**config.mk**
```make
export PLATFORM = sky130hd
export DESIGN_NAME = accel_spi_ctrl
export DESIGN_NICKNAME = d
export VERILOG_FILES = /design/src/rtl/accel_spi_pkg.sv /design/src/rtl/spi_byte_xfer.sv /design/src/rtl/axis_unpack.sv /design/src/rtl/accel_seq.sv /design/src/rtl/accel_spi_ctrl.sv
export SDC_FILE = /design/constraint.sdc
export NUM_CORES = 1
export LEC_CHECK = 0
export BUFFER_PORTS_ARGS = -buffer_cell sky130_fd_sc_hd__buf_2
export CORE_ASPECT_RATIO = 1.25
export CORE_MARGIN = 4
export CORE_UTILIZATION = 45
export DETAILED_ROUTE_END_ITERATION = 16
export SETUP_SLACK_MARGIN = 0.2
export SLEW_MARGIN = 20
export SYNTH_ARGS = -nofsm -noshare
export SYNTH_HDL_FRONTEND = slang
export SYNTH_HIERARCHICAL = 1
export SYNTH_SLANG_ARGS = --single-unit
```
**constraint.sdc**
```tcl
create_clock -name clk -period 3.2 [get_ports clk]
set_clock_uncertainty 0.2 [all_clocks]
set_input_delay 0.16 -clock clk [delete_from_list [all_inputs] [get_ports clk]]
set_output_delay 0.16 -clock clk [all_outputs]
set_load 0.1 [all_outputs]
```
**src/rtl/accel_spi_pkg.sv**
```systemverilog
// Shared constants, types and helpers for the accelerometer SPI controller.
// Assumes a sensor with 6-bit register addresses and read/multi flags in the
// top two bits of the command byte.
package accel_spi_pkg;

    typedef enum logic [1:0] {
        TK_ID    = 2'd0,
        TK_INIT  = 2'd1,
        TK_BURST = 2'd2,
        TK_UWR   = 2'd3
    } txn_kind_t;

    typedef enum logic [2:0] {
        ST_PWR  = 3'd0,
        ST_CMD  = 3'd1,
        ST_WAIT = 3'd2,
        ST_GAP  = 3'd3,
        ST_IDLE = 3'd4,
        ST_ERR  = 3'd5
    } seq_state_t;

    localparam int          NUM_DATA_BYTES = 6;
    localparam int          NUM_AXES       = 3;
    localparam int          INIT_STEPS     = 3;
    localparam logic [7:0]  ID_EXPECT      = 8'hE6;
    localparam logic [5:0]  ADDR_ID        = 6'h00;
    localparam logic [5:0]  ADDR_DATA0     = 6'h32;
    localparam logic [7:0]  CMD_RD         = 8'h80;
    localparam logic [7:0]  CMD_MB         = 8'h40;

    // Register address of each configuration step.
    function automatic logic [5:0] init_addr(input logic [1:0] step);
        case (step)
            2'd0:    init_addr = 6'h31;
            2'd1:    init_addr = 6'h2D;
            default: init_addr = 6'h2E;
        endcase
    endfunction

    // Data byte of each configuration step.
    function automatic logic [7:0] init_data(input logic [1:0] step);
        case (step)
            2'd0:    init_data = 8'h0B;
            2'd1:    init_data = 8'h08;
            default: init_data = 8'h80;
        endcase
    endfunction

endpackage

```
**src/rtl/spi_byte_xfer.sv**
```systemverilog
// One-byte SPI shifter in clock mode 3 (idle high, drive on fall, sample on
// rise), MSB first. Each SCLK half period lasts HALF_DIV clock cycles.
// Assumes start is offered only while the shifter is idle.
module spi_byte_xfer #(
    parameter int HALF_DIV = 4
) (
    input  logic       clk,
    input  logic       rst_n,
    input  logic       start,
    input  logic [7:0] tx_byte,
    input  logic       miso,
    output logic       sclk,
    output logic       mosi,
    output logic       done,
    output logic [7:0] rx_byte
);
    localparam int DW = (HALF_DIV > 1) ? $clog2(HALF_DIV) : 1;

    logic          busy;
    logic [DW-1:0] div_cnt;
    logic [2:0]    bit_cnt;
    logic [7:0]    tx_sh;
    logic [7:0]    rx_sh;

    assign rx_byte = rx_sh;

    // Half-period timer, edge generation, shift out on fall, shift in on rise.
    always_ff @(posedge clk) begin
        if (!rst_n) begin
            busy    <= 1'b0;
            div_cnt <= '0;
            bit_cnt <= '0;
            tx_sh   <= '0;
            rx_sh   <= '0;
            sclk    <= 1'b1;
            mosi    <= 1'b0;
            done    <= 1'b0;
        end else begin
            done <= 1'b0;
            if (!busy) begin
                if (start) begin
                    busy    <= 1'b1;
                    tx_sh   <= tx_byte;
                    div_cnt <= '0;
                    bit_cnt <= '0;
                end
            end else if (div_cnt == DW'(HALF_DIV - 1)) begin
                div_cnt <= '0;
                sclk    <= ~sclk;
                if (sclk) begin
                    mosi  <= tx_sh[7];
                    tx_sh <= {tx_sh[6:0], 1'b0};
                end else begin
                    rx_sh   <= {rx_sh[6:0], miso};
                    bit_cnt <= bit_cnt + 3'd1;
                    if (bit_cnt == 3'd7) begin
                        busy <= 1'b0;
                        done <= 1'b1;
                    end
                end
            end else begin
                div_cnt <= div_cnt + DW'(1);
            end
        end
    end

endmodule

```
**src/rtl/axis_unpack.sv**
```systemverilog
// Rebuilds the three axis samples from six little-endian bytes and
// sign-extends each from bit DATA_BITS-1. Outputs are registered and held.
// Assumes raw is stable in the cycle where load is high.
module axis_unpack
    import accel_spi_pkg::*;
#(
    parameter int DATA_BITS = 13,
    parameter int OUT_BITS  = 16
) (
    input  logic                                clk,
    input  logic                                rst_n,
    input  logic                                load,
    input  logic [NUM_DATA_BYTES-1:0][7:0]      raw,
    output logic                                valid,
    output logic [NUM_AXES-1:0][OUT_BITS-1:0]   samples
);
    localparam int EXT = OUT_BITS - DATA_BITS;

    logic [NUM_AXES-1:0][OUT_BITS-1:0] ext;

    for (genvar a = 0; a < NUM_AXES; a++) begin : g_axis
        logic [15:0] word;
        // Pair the high and low byte of this axis.
        assign word = {raw[2*a+1], raw[2*a]};
        // Replicate the sign bit above the data field.
        assign ext[a] = {{EXT{word[DATA_BITS-1]}}, word[DATA_BITS-1:0]};
    end

    // Capture the converted samples and raise the strobe for one cycle.
    always_ff @(posedge clk) begin
        if (!rst_n) begin
            valid   <= 1'b0;
            samples <= '0;
        end else begin
            valid <= load;
            if (load) begin
                samples <= ext;
            end
        end
    end

endmodule

```
**src/rtl/accel_seq.sv**
```systemverilog
// Transaction sequencer: power-up wait, identity read, configuration writes,
// then interrupt-driven burst reads and requested single writes.
// Assumes the byte shifter accepts byte_start whenever the state is ST_CMD.
module accel_seq
    import accel_spi_pkg::*;
#(
    parameter int PWRUP_CYCLES = 110000,
    parameter int GAP_CYCLES   = 8
) (
    input  logic                            clk,
    input  logic                            rst_n,
    input  logic                            drdy_i,
    input  logic                            wr_req,
    input  logic [5:0]                      wr_addr,
    input  logic [7:0]                      wr_data,
    output logic                            wr_ack,
    output logic                            byte_start,
    output logic [7:0]                      byte_tx,
    input  logic                            byte_done,
    input  logic [7:0]                      byte_rx,
    output logic                            csn,
    output logic                            init_done,
    output logic                            link_err,
    output logic                            smp_load,
    output logic [NUM_DATA_BYTES-1:0][7:0]  smp_raw
);
    localparam int PW = $clog2(PWRUP_CYCLES + 1);
    localparam int GW = $clog2(GAP_CYCLES + 1);

    seq_state_t    state;
    txn_kind_t     kind;
    logic [2:0]    idx;
    logic [1:0]    step;
    logic [PW-1:0] pwr_cnt;
    logic [GW-1:0] gap_cnt;
    logic [2:0]    drdy_sync;
    logic          drdy_rise;
    logic          burst_pend;
    logic [5:0]    u_addr;
    logic [7:0]    u_data;
    logic [2:0]    last_idx;

    assign drdy_rise  = drdy_sync[1] & ~drdy_sync[2];
    assign last_idx   = (kind == TK_BURST) ? 3'(NUM_DATA_BYTES) : 3'd1;
    assign byte_start = (state == ST_CMD);

    // Byte to shift out for the current transaction kind and position.
    always_comb begin
        byte_tx = 8'h00;
        case (kind)
            TK_ID:    if (idx == 3'd0) byte_tx = CMD_RD | {2'b00, ADDR_ID};
            TK_INIT:  byte_tx = (idx == 3'd0) ? {2'b00, init_addr(step)} : init_data(step);
            TK_UWR:   byte_tx = (idx == 3'd0) ? {2'b00, u_addr} : u_data;
            default:  if (idx == 3'd0) byte_tx = CMD_RD | CMD_MB | {2'b00, ADDR_DATA0};
        endcase
    end

    // Main sequencing: transaction framing, result capture and next-step choice.
    always_ff @(posedge clk) begin
        if (!rst_n) begin
            state      <= ST_PWR;
            kind       <= TK_ID;
            idx        <= '0;
            step       <= '0;
            pwr_cnt    <= '0;
            gap_cnt    <= '0;
            drdy_sync  <= '0;
            burst_pend <= 1'b0;
            u_addr     <= '0;
            u_data     <= '0;
            csn        <= 1'b1;
            init_done  <= 1'b0;
            link_err   <= 1'b0;
            smp_load   <= 1'b0;
            wr_ack     <= 1'b0;
            smp_raw    <= '0;
        end else begin
            smp_load  <= 1'b0;
            wr_ack    <= 1'b0;
            drdy_sync <= {drdy_sync[1:0], drdy_i};
            case (state)
                ST_PWR: begin
                    if (pwr_cnt == PW'(PWRUP_CYCLES - 1)) begin
                        kind  <= TK_ID;
                        idx   <= '0;
                        csn   <= 1'b0;
                        state <= ST_CMD;
                    end else begin
                        pwr_cnt <= pwr_cnt + PW'(1);
                    end
                end
                ST_CMD: state <= ST_WAIT;
                ST_WAIT: begin
                    if (byte_done) begin
                        if (kind == TK_BURST && idx != 3'd0) begin
                            smp_raw[idx - 3'd1] <= byte_rx;
                        end
                        if (idx == last_idx) begin
                            csn     <= 1'b1;
                            gap_cnt <= '0;
                            state   <= ST_GAP;
                            case (kind)
                                TK_ID: if (byte_rx != ID_EXPECT) begin
                                    link_err <= 1'b1;
                                    state    <= ST_ERR;
                                end
                                TK_INIT: if (step == 2'(INIT_STEPS - 1)) begin
                                    init_done <= 1'b1;
                                end else begin
                                    step <= step + 2'd1;
                                end
                                TK_BURST: smp_load <= 1'b1;
                                default:  wr_ack   <= 1'b1;
                            endcase
                        end else begin
                            idx   <= idx + 3'd1;
                            state <= ST_CMD;
                        end
                    end
                end
                ST_GAP: begin
                    if (gap_cnt == GW'(GAP_CYCLES - 1)) begin
                        if (!init_done) begin
                            kind  <= TK_INIT;
                            idx   <= '0;
                            csn   <= 1'b0;
                            state <= ST_CMD;
                        end else begin
                            state <= ST_IDLE;
                        end
                    end else begin
                        gap_cnt <= gap_cnt + GW'(1);
                    end
                end
                ST_IDLE: begin
                    if (burst_pend) begin
                        burst_pend <= 1'b0;
                        kind       <= TK_BURST;
                        idx        <= '0;
                        csn        <= 1'b0;
                        state      <= ST_CMD;
                    end else if (wr_req) begin
                        u_addr <= wr_addr;
                        u_data <= wr_data;
                        kind   <= TK_UWR;
                        idx    <= '0;
                        csn    <= 1'b0;
                        state  <= ST_CMD;
                    end
                end
                default: state <= ST_ERR;
            endcase
            if (drdy_rise) begin
                burst_pend <= 1'b1;
            end
        end
    end

endmodule

```
**src/rtl/accel_spi_ctrl.sv**
```systemverilog
// Top level of the accelerometer SPI controller: sequencer, byte shifter and
// sample rebuild. Assumes int_drdy may be asynchronous; it is synchronised
// inside the sequencer.
module accel_spi_ctrl
    import accel_spi_pkg::*;
#(
    parameter int HALF_DIV     = 4,
    parameter int PWRUP_CYCLES = 110000,
    parameter int DATA_BITS    = 13
) (
    input  logic        clk,
    input  logic        rst_n,
    input  logic        int_drdy,
    output logic        spi_sclk,
    output logic        spi_csn,
    output logic        spi_mosi,
    input  logic        spi_miso,
    input  logic        wr_req,
    input  logic [5:0]  wr_addr,
    input  logic [7:0]  wr_data,
    output logic        wr_ack,
    output logic        init_done,
    output logic        link_err,
    output logic        smp_valid,
    output logic [15:0] smp_x,
    output logic [15:0] smp_y,
    output logic [15:0] smp_z
);
    localparam int GAP_CYCLES = 2 * HALF_DIV;

    logic                           byte_start;
    logic [7:0]                     byte_tx;
    logic                           byte_done;
    logic [7:0]                     byte_rx;
    logic                           smp_load;
    logic [NUM_DATA_BYTES-1:0][7:0] smp_raw;
    logic [NUM_AXES-1:0][15:0]      samples;

    accel_seq #(
        .PWRUP_CYCLES (PWRUP_CYCLES),
        .GAP_CYCLES   (GAP_CYCLES)
    ) u_seq (
        .clk        (clk),
        .rst_n      (rst_n),
        .drdy_i     (int_drdy),
        .wr_req     (wr_req),
        .wr_addr    (wr_addr),
        .wr_data    (wr_data),
        .wr_ack     (wr_ack),
        .byte_start (byte_start),
        .byte_tx    (byte_tx),
        .byte_done  (byte_done),
        .byte_rx    (byte_rx),
        .csn        (spi_csn),
        .init_done  (init_done),
        .link_err   (link_err),
        .smp_load   (smp_load),
        .smp_raw    (smp_raw)
    );

    spi_byte_xfer #(
        .HALF_DIV (HALF_DIV)
    ) u_xfer (
        .clk     (clk),
        .rst_n   (rst_n),
        .start   (byte_start),
        .tx_byte (byte_tx),
        .miso    (spi_miso),
        .sclk    (spi_sclk),
        .mosi    (spi_mosi),
        .done    (byte_done),
        .rx_byte (byte_rx)
    );

    axis_unpack #(
        .DATA_BITS (DATA_BITS),
        .OUT_BITS  (16)
    ) u_unpack (
        .clk     (clk),
        .rst_n   (rst_n),
        .load    (smp_load),
        .raw     (smp_raw),
        .valid   (smp_valid),
        .samples (samples)
    );

    assign smp_x = samples[0];
    assign smp_y = samples[1];
    assign smp_z = samples[2];

endmodule

```
Word-level counts from Yosys, hierarchy flattened. Cells that the tools add are included.

Logic and storage cells: 176. Input port bits: 19. Register bits after elaboration: 167.

$add $sub $neg: 7. Reduce and logical (&&, ||, !) cells: 31. Order comparisons: 2. Equality and inequality tests: 26. Muxes and demuxes: 68. Bitwise gates (word level): 9.

Operators by type and width (number): $mux 8 (9); $mux 3 (21); $bwmux 48 (1); $demux 8 s3 (1); $pmux 8 s3 (1); $reduce_and 5->1 (4); $reduce_and 3->1 (6); $add 17x1->17 const B (1); $eq 17x17->1 const B (1); $mux 1 (17); $mux 2 (8); $pmux 8 s2 (1); $pmux 3 s5 (1); $reduce_and 7->1 (2); $mux 4 (3); $pmux 3 s4 (1); $reduce_and 4->1 (3); $ne 2x1->1 const B (5); $ne 2x2->1 const B (5); $pmux 5 s2 (1); $eq 2x2->1 const B (4); $ne 8x8->1 const B (1); $not 1->1 (8); $pmux 4 s2 (1); other kinds (25) (37).

Logic depth before layout (Yosys ltp).
Depth in word-level cells: 6. Mapped depth: 10. Mapped depth without buffers: 9.

By module. The synthesis kept the hierarchy.

Modules (own cells, without submodules): accel_seq (area each 4498.1 sq um, instances 1, seq. area each 2042.0 sq um, cells each 496); axis_unpack (area each 1615.3 sq um, instances 1, seq. area each 800.8 sq um, cells each 137); spi_byte_xfer (area each 1101.1 sq um, instances 1, seq. area each 500.5 sq um, cells each 114).

Worst setup path after synthesis. Ideal clock, no wire load.

Path type: register -> register. From: register u_seq.idx[0]. To: register u_seq/smp_raw[0] (netlist bit). Path slack: 0.785 ns. Period minus slack after synthesis: 2.415 ns. Path buffers: 2. Data arrival time: 2.087 ns. Required time: 2.872 ns. Stages on the path, launching flop included: 10. Cells stage by stage: dfxtp_1 > buf_2 > inv_1 > ha_1 > nand2b_1 > nand4b_1 > or4_1 > clkbuf_1 > mux2i_1 > nor2_1.

Cells in the longest elaborated chain, start to end: 6. Elaborated cells on any way between the ends: 10.

Ends and longest elaborated chain: start, declared (line accel_seq.sv:32) `logic [2:0] idx;`; start signal, assigned (line accel_seq.sv:116) `idx <= idx + 3'd1;`; $sub 3x1->3 (line accel_seq.sv:96) `smp_raw[idx - 3'd1] <= byte_rx;`; $lt 3x4->1 (implied by the code) / $ge 3x1->1 (equally long branches) (line accel_seq.sv:96); $logic_and 1x1->1 (implied by the code) (line accel_seq.sv:96); $mux 8 (implied by the code) (line accel_seq.sv:96); $demux 8 s3; $bwmux 48 (line accel_seq.sv:96); end signal, assigned by index (line accel_seq.sv:96); end, declared (line accel_seq.sv:25) `output logic [NUM_DATA_BYTES-1:0][7:0] smp_raw`.

Parallel ways exist; a longest one is shown, timed or not. A chain may end at the register's enable or synchronous reset.

Worst setup path after layout.
From: register u_seq.pwr_cnt[4]. To: register u_seq.idx[2].

Cells in the longest elaborated chain, start to end: 3.

Ends and longest elaborated chain: start, declared (line accel_seq.sv:34) `logic [PW-1:0] pwr_cnt;`; start signal, assigned (line accel_seq.sv:89) `pwr_cnt <= pwr_cnt + PW'(1);`; $eq 17x17->1 (line accel_seq.sv:83) `if (pwr_cnt == PW'(PWRUP_CYCLES - 1)) begin`; $ne 2x1->1 (no line); $reduce_and 7->1 (no line).

Every way passes these cells.

==> summary.txt <==
Status
  – Status: finished clean

Floorplanning
  – Core area: 0.0150 mm²
  – Initial Util: 46.0%
  – FP Rows: 50
  – Die X: 119 µm
  – I/O pin cnt: 74
  – Die area: 0.0174 mm²
  – Die height: 147 µm

Timing
  – Final slew viol count: 0
  – Slew @ Worst Pin: 0.818 ns
  – Slew HR: 45.4%
  – Slack of the critical path: 0.526 ns
  – RSZ-0062 raised after global routing: no
  – Max Clk Rate: 0.374 GHz
  – Endpoints failing hold: 0
  – Hold WS: 0.0294 ns
  – Endpoints failing setup: 0
  – Final period utilization: 83.6%
  – Tmin final: 2.67 ns
  – Post-Route Setup TNS: 0 ns

Cells and area
  – Commonest cells after routing, fill and taps aside: dfxtp_1 (157), mux2i_1 (94), buf_2 (73)
  – # diodes: 0
  – Nets: 818
  – Post-layout util: 53.3%
  – P&R area growth vs syn: 15.8%
  – Most common cell after layout, fill and taps aside: dfxtp_1
  – Share of cells above drive strength 1: 17.5%

GRT
  – Initial antenna violation count: 0
  – Largest net degree at the start of global routing: 81
  – Vias in the first global route: 5054
  – All-layer global routing usage: 16.9%
  – First-pass GRT wire length: 24300 µm
  – Total gr overflow: 0

Clocking
  – CTS max path bufs: 2
  – Clk sinks: 158
  – Clock transition at the registers of the reported paths: 0.06 ns
  – Root Driver: clkbuf_16
  – Clk Latency, worst-skew pair: 0.42 ns
  – Buffer count from post-CTS setup fixing: 0
  – TritonCTS Buffers: 17
  – CTS tree: yes
  – H-Tree Depth: 4

Routing
  – Via density: 5.20
  – Drt first pass iters: 5
  – WL final: 14400 µm
  – Routed wire length per instance: 14.7 µm
  – DRC errors left: 0
  – DRT iter0 DRCs: 257
  – Vias: 5104
  – Post-route antenna net violation count: 0

Power
  – Pwr/cell area: 591 mW/mm²
  – Max VDD drop: 0.000266 V
  – Final Power: 4730 µW
  – Leak: 0.00321 µW

Worst hold path
  – Hold WC Path Type: input pin to flop

Synthesis
  – Gate Count Post-Synth: 720
  – Syn_area_per_cell: 9.60 µm²
  – Syn. warnings: 6
  – Net count after synthesis: 751
  – Cell area after synthesis: 0.00691 mm²

Placed design
  – HPWL after detailed placement: 9830 µm
  – IO buf count: 73
  – Place WS: 0.554 ns
  – Gp weighted congestion: 0.800

Critical path
  – Crit. End Element: flop
  – WP data required: 3.31 ns
  – Maximum fanout along the worst path: 7
  – CP peak stage delay: 0.60 ns
  – CP startpoint kind: flop
  – Critical path type: flop to flop
  – Critical path, cell by cell: or4b_4, o41ai_4, o211ai_4, or2_4, o41ai_1
  – CP max stage cell: o41ai_4
  – Arr. time, crit path: 2.78 ns

Run
  – Total of max-cap violations: 0
[per-layer routing]
metal | GRT usage (%) | up-vias | routed length [µm]
met5 | 0 | - | 0
li1 | - | 2603 | -
met1 | 20.0 | 2391 | 6400
met3 | 3.87 | 19 | 573
met2 | 29.8 | 91 | 7250
met4 | 6.20 | 0 | 219
[power breakdown]
group	leakage, µW	total, µW	switching [µW]	internal, µW
clock network	0.000277	1990	835	1160
registers	0.00128	2140	95.5	2040
logic	0.00166	601	349	251
total	0.00321	4730	1280	3450
[state kept, by name, summed over array words and instances (netlist names), 2 cells and up]
| register | count |
|---|---|
| u_seq/kind | 2 |
| u_unpack/samples | 39 |
| u_xfer/tx_sh | 8 |
| u_xfer/rx_byte | 8 |
| u_seq/idx | 3 |
| u_seq/state | 3 |
| u_seq/smp_raw | 39 |
| u_seq/drdy_sync | 3 |
| u_seq/pwr_cnt | 17 |
| u_seq/step | 2 |
| u_xfer/bit_cnt | 3 |
| u_seq/gap_cnt | 4 |
| u_seq/u_addr | 6 |
| u_xfer/div_cnt | 2 |
| u_seq/u_data | 8 |
[final timing paths]
kind | from | end | slack, ns | cells after the start
max | u_seq/pwr_cnt[4]$_SDFFE_PN0P_ | u_seq/idx[2]$_SDFFE_PN0P_ | 0.53 | 5
min | wr_req | u_seq/state[2]$_SDFFE_PN0P_ | 0.03 | 5
max reg2reg | u_seq/pwr_cnt[4]$_SDFFE_PN0P_ | u_seq/idx[2]$_SDFFE_PN0P_ | 0.53 | 5
min reg2reg | u_seq/drdy_sync[0]$_SDFF_PN0_ | u_seq/drdy_sync[1]$_SDFF_PN0_ | 0.24 | 1
[per-stage QoR]
stage	cell area, µm²	instances
2_1_floorplan	6910	720
3_3_place_gp	7260	934
3_5_place_dp	7260	934
4_1_cts	8000	982
5_1_grt	8000	982
6_report	8000	982
[worst max-delay path: cells and delay by family, from the launching register on]
kind / cells / cell delay, ns
AND/OR/NAND/NOR: 2 / 0.88
AO/OA/AOI/OAI: 3 / 1.10
flip-flops: 1 / 0.37
[layout make-up]
class | count | area, µm²
clock inverters | 15 | 161
multi-input cells | 498 | 3370
well taps | 182 | 228
flip-flops and latches | 158 | 3160
repair buffers | 100 | 608
clock buffers | 17 | 425
fillers | 1393 | 7010
inverters | 12 | 45.0
[timing repair]
action | in CTS | in global routing
hold buffers | 16 | 0
endpoints found under the setup margin | 0 | 0
hold endpoints to repair | 16 | 0
resized for setup | 0 | 0
No activity file was read; power rests on OpenSTA's default activity.
